`src/rtl/fop_pkg.sv`:
```
package fop_pkg;
   localparam logic [7:0] OP_HALT = 8'h00;
   localparam logic [7:0] OP_MOVA = 8'h01;
   localparam logic [7:0] OP_MOVB = 8'h02;
   localparam logic [7:0] OP_SWAP = 8'h03;
   localparam logic [7:0] OP_LDI  = 8'h04;
   localparam logic [7:0] OP_LD   = 8'h05;
   localparam logic [7:0] OP_ST   = 8'h06;
   localparam logic [7:0] OP_AND  = 8'h10;
   localparam logic [7:0] OP_OR   = 8'h11;
   localparam logic [7:0] OP_NOT  = 8'h12;
   localparam logic [7:0] OP_SHL  = 8'h13;
   localparam logic [7:0] OP_SHR  = 8'h14;
   localparam logic [7:0] OP_SAR  = 8'h15;
   localparam logic [7:0] OP_ADD  = 8'h16;
   localparam logic [7:0] OP_SUB  = 8'h17;
   localparam logic [7:0] OP_MUL  = 8'h18;
   localparam logic [7:0] OP_DIV  = 8'h19;
   localparam logic [7:0] OP_JMP  = 8'h20;
   localparam logic [7:0] OP_JZ   = 8'h21;

   typedef enum logic [1:0] {S_IDLE, S_FETCH, S_EXEC, S_LOAD} fop_state_e;

   typedef struct packed {
      logic wr_acc;
      logic mov_a;
      logic mov_b;
      logic swap;
      logic load;
      logic store;
      logic jump;
      logic cond;
      logic halt;
      logic illegal;
      logic div;
   } fop_dec_t;
endpackage

```
`src/rtl/fop_decode.sv`:
```
module fop_decode
   import fop_pkg::*;
#(
   parameter int OP_W = 8
) (
   input  logic [OP_W-1:0] opcode,
   output fop_dec_t        dec
);
   generate
      if (OP_W != 8) begin : g_bad_opw
         $error("fop_decode: opcode table is 8 bits wide");
      end
   endgenerate

   always_comb begin
      dec = '0;
      case (opcode)
         OP_HALT: dec.halt   = 1'b1;
         OP_MOVA: dec.mov_a  = 1'b1;
         OP_MOVB: dec.mov_b  = 1'b1;
         OP_SWAP: dec.swap   = 1'b1;
         OP_LD:   dec.load   = 1'b1;
         OP_ST:   dec.store  = 1'b1;
         OP_LDI, OP_AND, OP_OR, OP_NOT, OP_SHL, OP_SHR,
         OP_SAR, OP_ADD, OP_SUB, OP_MUL: dec.wr_acc = 1'b1;
         OP_DIV: begin
            dec.wr_acc = 1'b1;
            dec.div    = 1'b1;
         end
         OP_JMP: dec.jump = 1'b1;
         OP_JZ: begin
            dec.jump = 1'b1;
            dec.cond = 1'b1;
         end
         default: dec.illegal = 1'b1;
      endcase
   end
endmodule

```
`src/rtl/fop_alu.sv`:
```
module fop_alu
   import fop_pkg::*;
#(
   parameter int DATA_W = 32,
   parameter int OP_W   = 8,
   localparam int IMM_W = DATA_W - OP_W
) (
   input  logic [OP_W-1:0]   opcode,
   input  logic [DATA_W-1:0] acc,
   input  logic [DATA_W-1:0] opa,
   input  logic [IMM_W-1:0]  imm,
   output logic [DATA_W-1:0] res,
   output logic              div_zero
);
   generate
      if (IMM_W < 1) begin : g_bad_imm
         $error("fop_alu: no room for an immediate field");
      end
   endgenerate

   assign div_zero = (opa == '0);

   always_comb begin
      case (opcode)
         OP_LDI:  res = DATA_W'(imm);
         OP_AND:  res = acc & opa;
         OP_OR:   res = acc | opa;
         OP_NOT:  res = ~acc;
         OP_SHL:  res = acc << opa;
         OP_SHR:  res = acc >> opa;
         OP_SAR:  res = $unsigned($signed(acc) >>> opa);
         OP_ADD:  res = acc + opa;
         OP_SUB:  res = acc - opa;
         OP_MUL:  res = acc * opa;
         OP_DIV:  res = div_zero ? acc : acc / opa;
         default: res = acc;
      endcase
   end
endmodule

```
`src/rtl/fop_core.sv`:
```
module fop_core
   import fop_pkg::*;
#(
   parameter int DATA_W = 32,
   parameter int OP_W   = 8,
   parameter int DEPTH  = 512,
   localparam int ADDR_W = $clog2(DEPTH),
   localparam int IMM_W  = DATA_W - OP_W,
   localparam int IP_W   = ADDR_W + 1,
   localparam int SUM_W  = IMM_W + 1
) (
   input  logic              clk,
   input  logic              rst_n,
   input  logic              start,
   input  logic [ADDR_W-1:0] entry,
   output logic              busy,
   output logic              done,
   output logic              fault,
   output logic              mem_re,
   output logic              mem_we,
   output logic [ADDR_W-1:0] mem_addr,
   output logic [DATA_W-1:0] mem_wdata,
   input  logic [DATA_W-1:0] mem_rdata
);
   generate
      if (DEPTH < 2) begin : g_bad_depth
         $error("fop_core: DEPTH must be at least 2");
      end
      if (IMM_W < IP_W) begin : g_bad_off
         $error("fop_core: offset field narrower than the pointer");
      end
      if (DATA_W < ADDR_W) begin : g_bad_data
         $error("fop_core: data narrower than an address");
      end
   endgenerate

   fop_state_e        st_q;
   logic [IP_W-1:0]   ip_q;
   logic [DATA_W-1:0] acc_q, a_q, b_q;
   logic              done_q, fault_q;

   logic [OP_W-1:0]   opcode;
   logic [IMM_W-1:0]  imm;
   fop_dec_t          dec;
   logic [DATA_W-1:0] alu_res;
   logic              div_zero;

   assign opcode = mem_rdata[DATA_W-1 -: OP_W];
   assign imm    = mem_rdata[IMM_W-1:0];

   fop_decode #(.OP_W(OP_W)) u_dec (
      .opcode (opcode),
      .dec    (dec)
   );

   fop_alu #(.DATA_W(DATA_W), .OP_W(OP_W)) u_alu (
      .opcode   (opcode),
      .acc      (acc_q),
      .opa      (a_q),
      .imm      (imm),
      .res      (alu_res),
      .div_zero (div_zero)
   );

   logic             in_fetch, in_exec;
   logic             take, bad, stop, overrun;
   logic [SUM_W-1:0] step, sum;
   logic [IP_W-1:0]  ip_nxt;

   assign in_fetch = (st_q == S_FETCH);
   assign in_exec  = (st_q == S_EXEC);
   assign take     = dec.jump && (!dec.cond || (a_q == '0));
   assign step     = take ? {1'b0, imm} : SUM_W'(1);
   assign sum      = SUM_W'(ip_q) + step;
   assign ip_nxt   = (sum >= SUM_W'(DEPTH)) ? IP_W'(DEPTH) : sum[IP_W-1:0];
   assign bad      = dec.illegal | (dec.jump & (imm == '0)) | (dec.div & div_zero);
   assign stop     = dec.halt | bad;
   assign overrun  = (ip_q >= IP_W'(DEPTH));

   assign mem_re    = (in_fetch && !overrun) || (in_exec && dec.load);
   assign mem_we    = in_exec && dec.store;
   assign mem_addr  = in_fetch ? ip_q[ADDR_W-1:0] : a_q[ADDR_W-1:0];
   assign mem_wdata = acc_q;
   assign busy      = (st_q != S_IDLE);
   assign done      = done_q;
   assign fault     = fault_q;

   always_ff @(posedge clk) begin
      if (!rst_n) begin
         st_q    <= S_IDLE;
         ip_q    <= '0;
         acc_q   <= '0;
         a_q     <= '0;
         b_q     <= '0;
         done_q  <= 1'b0;
         fault_q <= 1'b0;
      end else begin
         done_q <= 1'b0;
         case (st_q)
            S_IDLE: begin
               if (start) begin
                  st_q    <= S_FETCH;
                  ip_q    <= {1'b0, entry};
                  fault_q <= 1'b0;
               end
            end
            S_FETCH: begin
               if (overrun) begin
                  st_q    <= S_IDLE;
                  done_q  <= 1'b1;
                  fault_q <= 1'b1;
               end else begin
                  st_q <= S_EXEC;
               end
            end
            S_EXEC: begin
               if (stop) begin
                  st_q    <= S_IDLE;
                  done_q  <= 1'b1;
                  fault_q <= bad;
               end else begin
                  ip_q <= ip_nxt;
                  st_q <= dec.load ? S_LOAD : S_FETCH;
                  if (dec.wr_acc) acc_q <= alu_res;
                  if (dec.mov_a)  a_q   <= acc_q;
                  if (dec.mov_b)  b_q   <= acc_q;
                  if (dec.swap) begin
                     a_q <= b_q;
                     b_q <= a_q;
                  end
               end
            end
            S_LOAD: begin
               acc_q <= mem_rdata;
               st_q  <= S_FETCH;
            end
            default: st_q <= S_IDLE;
         endcase
      end
   end

   AST_QUIET_WHEN_IDLE: assert property (@(posedge clk) disable iff (!rst_n)
      !busy |-> (!mem_re && !mem_we));
   AST_ONE_PORT_USE: assert property (@(posedge clk) disable iff (!rst_n)
      !(mem_re && mem_we));
   AST_FORWARD_ONLY: assert property (@(posedge clk) disable iff (!rst_n)
      (in_exec && !stop) |=> (ip_q > $past(ip_q)));
   AST_DIV_ZERO_KEEPS_ACC: assert property (@(posedge clk) disable iff (!rst_n)
      (in_exec && dec.div && div_zero) |=> (fault && acc_q == $past(acc_q)));
   AST_DONE_SINGLE: assert property (@(posedge clk) disable iff (!rst_n)
      done |=> !done);
   AST_DONE_ENDS_RUN: assert property (@(posedge clk) disable iff (!rst_n)
      done |-> (!busy && $past(busy)));
   AST_FAULT_HELD: assert property (@(posedge clk) disable iff (!rst_n)
      (!busy && !start) |=> $stable(fault));
endmodule

```
`config.mk`:
```
export PLATFORM = sky130hd
export DESIGN_NAME = fop_core
export DESIGN_NICKNAME = d
export VERILOG_FILES = /design/src/rtl/fop_pkg.sv /design/src/rtl/fop_decode.sv /design/src/rtl/fop_alu.sv /design/src/rtl/fop_core.sv
export SDC_FILE = /design/constraint.sdc
export NUM_CORES = 2
export LEC_CHECK = 0
export BUFFER_PORTS_ARGS = -buffer_cell sky130_fd_sc_hd__buf_2
export CAP_MARGIN = 25
export CORE_MARGIN = 3
export CORE_UTILIZATION = 40
export CTS_CLUSTER_SIZE = 40
export DETAILED_ROUTE_END_ITERATION = 10
export MAX_ROUTING_LAYER = met4
export PLACE_DENSITY = 0.59
export SLEW_MARGIN = 20
export SYNTH_ARGS = -nofsm -noshare
export SYNTH_HDL_FRONTEND = slang
export SYNTH_SLANG_ARGS = --single-unit
```
`constraint.sdc`:
```
create_clock -name clk -period 118.8 [get_ports clk]
set_clock_uncertainty 0.2 [all_clocks]
set_input_delay 35.64 -clock clk [delete_from_list [all_inputs] [get_ports clk]]
set_output_delay 35.64 -clock clk [all_outputs]
set_load 0.02 [all_outputs]
```
==> results.tsv <==
metric	value	unit
Gate Count Post-Synth	8103	
synth-to-layout area growth	5.67	%
PostCTS Resize Cnt	0	
synthesized area	57900	sq um
Initial DRT Pass Iterations	6	
Post-CTS Hold Buffers	0	
Worst Path Arrival	84.17	ns
Seq/Total Area, Yosys	3.81	%
CTS tree	yes	
TNS Setup	0	ns
status	finished clean	
CTS root buf	clkbuf_16	
Avg WL per Cell	29.3	microns
HP Class	reg -> reg	
Max Clock Freq	0.0119	GHz
Final setup viols	0	
# rows	138	
crit path time final	84.03	ns
Die Y	386	microns
Slew @ Worst Pin	1.31	ns
Reg clk slew, reported paths	0.11	ns
Yosys warnings	0	
syn_nets	9259	
Worst slew margin	11.9	%
post-synth cell types	115	
Hold Path Stages	1	
number of synthesized flops with an enable pin	0	
Iteration-0 DRC Markers	7550	
cells on worst reg2reg path	292	
CTS Sinks	110	
Worst-Skew Late Latency	0.45	ns
biggest cell delay along the critical path	0.86	ns
Tcrit/Tclk final	70.7	%
WP buf/inv	20	
vias in the first global route	60600	
CTS H-tree depth	3	
top_reg_cell synth	dfxtp_1	
count of pins over their slew limit	0	
Die Area	149000	sq um
Fin. Hold Viols	0	
input/output buffers	89	
GRT overflow	0	
Initial Util	40.6	%
Slowest-stage cell, CP	o41a_1	
Routed WL	290000	microns
Core Region	143000	sq um
pin count of the biggest net entering global routing	75	
Seq cells post-synth	110	
IO Pins	90	
Final HPWL DP	225000	microns
CP Launch Type	flop	
Crit path max-delay family	compound AO/OA/AOI/OAI gates	
via count	63400	
first-pass GRT wire length	416000	microns
Synth Area per Inst	7.14	sq um
Worst EP required	118.93	ns
Max-Cap Viols	0	
final net count	9136	
setup repair after global routing missed its margin	no	
antenna violations before repair	22	
Remaining DRCs	0	
Die X	386	microns
Clock Path Buffers	2	
ANT nets after route	0	
TritonCTS Buffers	9	
commonest non-fill, non-tap cell in the layout	nand2_1	
CP Class	reg -> reg	
Async SR Flop Fraction	0	%
GRT Overall Usage	38.8	%
Post-CTS Repair Setup Buffers	0	
CP Depth	292	
gp weighted congestion	1.12	
CP endpoint kind	flop	
share of cells above drive strength 1	7.65	%
maximum fanout along the worst path	38	
Via density	6.42	
most frequent cells in the layout	nand2_1 (1,031), nor2_1 (743), ha_1 (702)	
-- state kept, by name, summed over array words and instances, names as in the netlist --
name	flops
a_q	32
b_q	32
done	1
fault	1
ip_q	10
mem_wdata	32
st_q	2
-- logic make-up after synthesis --
logic type	count (synthesis)	share of synthesized area, %
simple gates	2728	21.4
buf+inv	1133	7.42
xor+xnor	459	6.95
flops	110	3.81
fa+ha+maj	1129	29.7
mux	175	3.35
compound gates	2369	27.4
-- synthesized netlist by cell type, types with 83 or more instances --
cell | instances | share of area, %
ha_1 | 702 | 15
and2_1 | 110 | 1.2
a21o_1 | 178 | 2.3
clkbuf_1 | 364 | 2.4
a211oi_1 | 91 | 1.2
mux2i_1 | 83 | 1.4
mux2_2 | 85 | 1.7
fa_1 | 410 | 14
inv_1 | 668 | 4.3
nor3_1 | 186 | 1.6
o21a_1 | 167 | 2.2
xor2_1 | 162 | 2.5
a21oi_1 | 618 | 5.3
o211ai_1 | 99 | 1.3
a31oi_1 | 94 | 1.0
nor2_1 | 749 | 4.9
o21ai_0 | 417 | 3.6
nand2_1 | 1033 | 6.7
xnor2_1 | 297 | 4.5
nand3_1 | 140 | 1.2
dfxtp_1 | 110 | 3.8
-- final timing paths --
check | startpoint | end | slack [ns]
min | b_q[18]$_SDFFE_PN0P_ | b_q[18]$_SDFFE_PN0P_ | 0.31
max | a_q[29]$_SDFFE_PN0P_ | mem_wdata[0]$_SDFFE_PN0P_ | 34.77
min reg2reg | b_q[18]$_SDFFE_PN0P_ | b_q[18]$_SDFFE_PN0P_ | 0.31
max reg2reg | a_q[29]$_SDFFE_PN0P_ | mem_wdata[0]$_SDFFE_PN0P_ | 34.77
-- through the flow --
stage | cells | utilization (%) | worst slack (ns) | area, sq um | hold slack (ns)
finish | 9886 | 42.9 | 34.77 | 61100 | 0.308
global route | 9885 | 42.9 | 29.03 | 61100 | 0.323
CTS | 9871 | 42.8 | 36.05 | 61100 | 0.309
detailed placement | 9855 | 42.6 | 36.44 | 60800 | 0.286
global placement | 9853 | 42.6 | 37.59 | 60800 | 0.279
floorplan | 8103 | - | 45.91 | 57900 | 0.272
-- layout make-up --
type,count,area (sq um)
clock buffers,9,225
inverters,686,2580
well taps,1890,2360
flip-flops and latches,110,2230
diodes,11,27.5
clock inverters,7,75.1
repair buffers,313,2130
multi-input cells,6860,51500
fillers,15100,81500
-- metal layers --
| layer | global-route usage, % | vias to the layer above | wire length (microns) |
|---|---|---|---|
| met5 | - | - | 0 |
| met4 | 24.4 | 0 | 22800 |
| met3 | 7.67 | 860 | 29000 |
| met2 | 58.0 | 3461 | 124000 |
| met1 | 47.9 | 30800 | 115000 |
| li1 | - | 28300 | - |
Power is not shown: default switching activity piles up to over one toggle a cycle in this logic, so the estimate is an artifact.
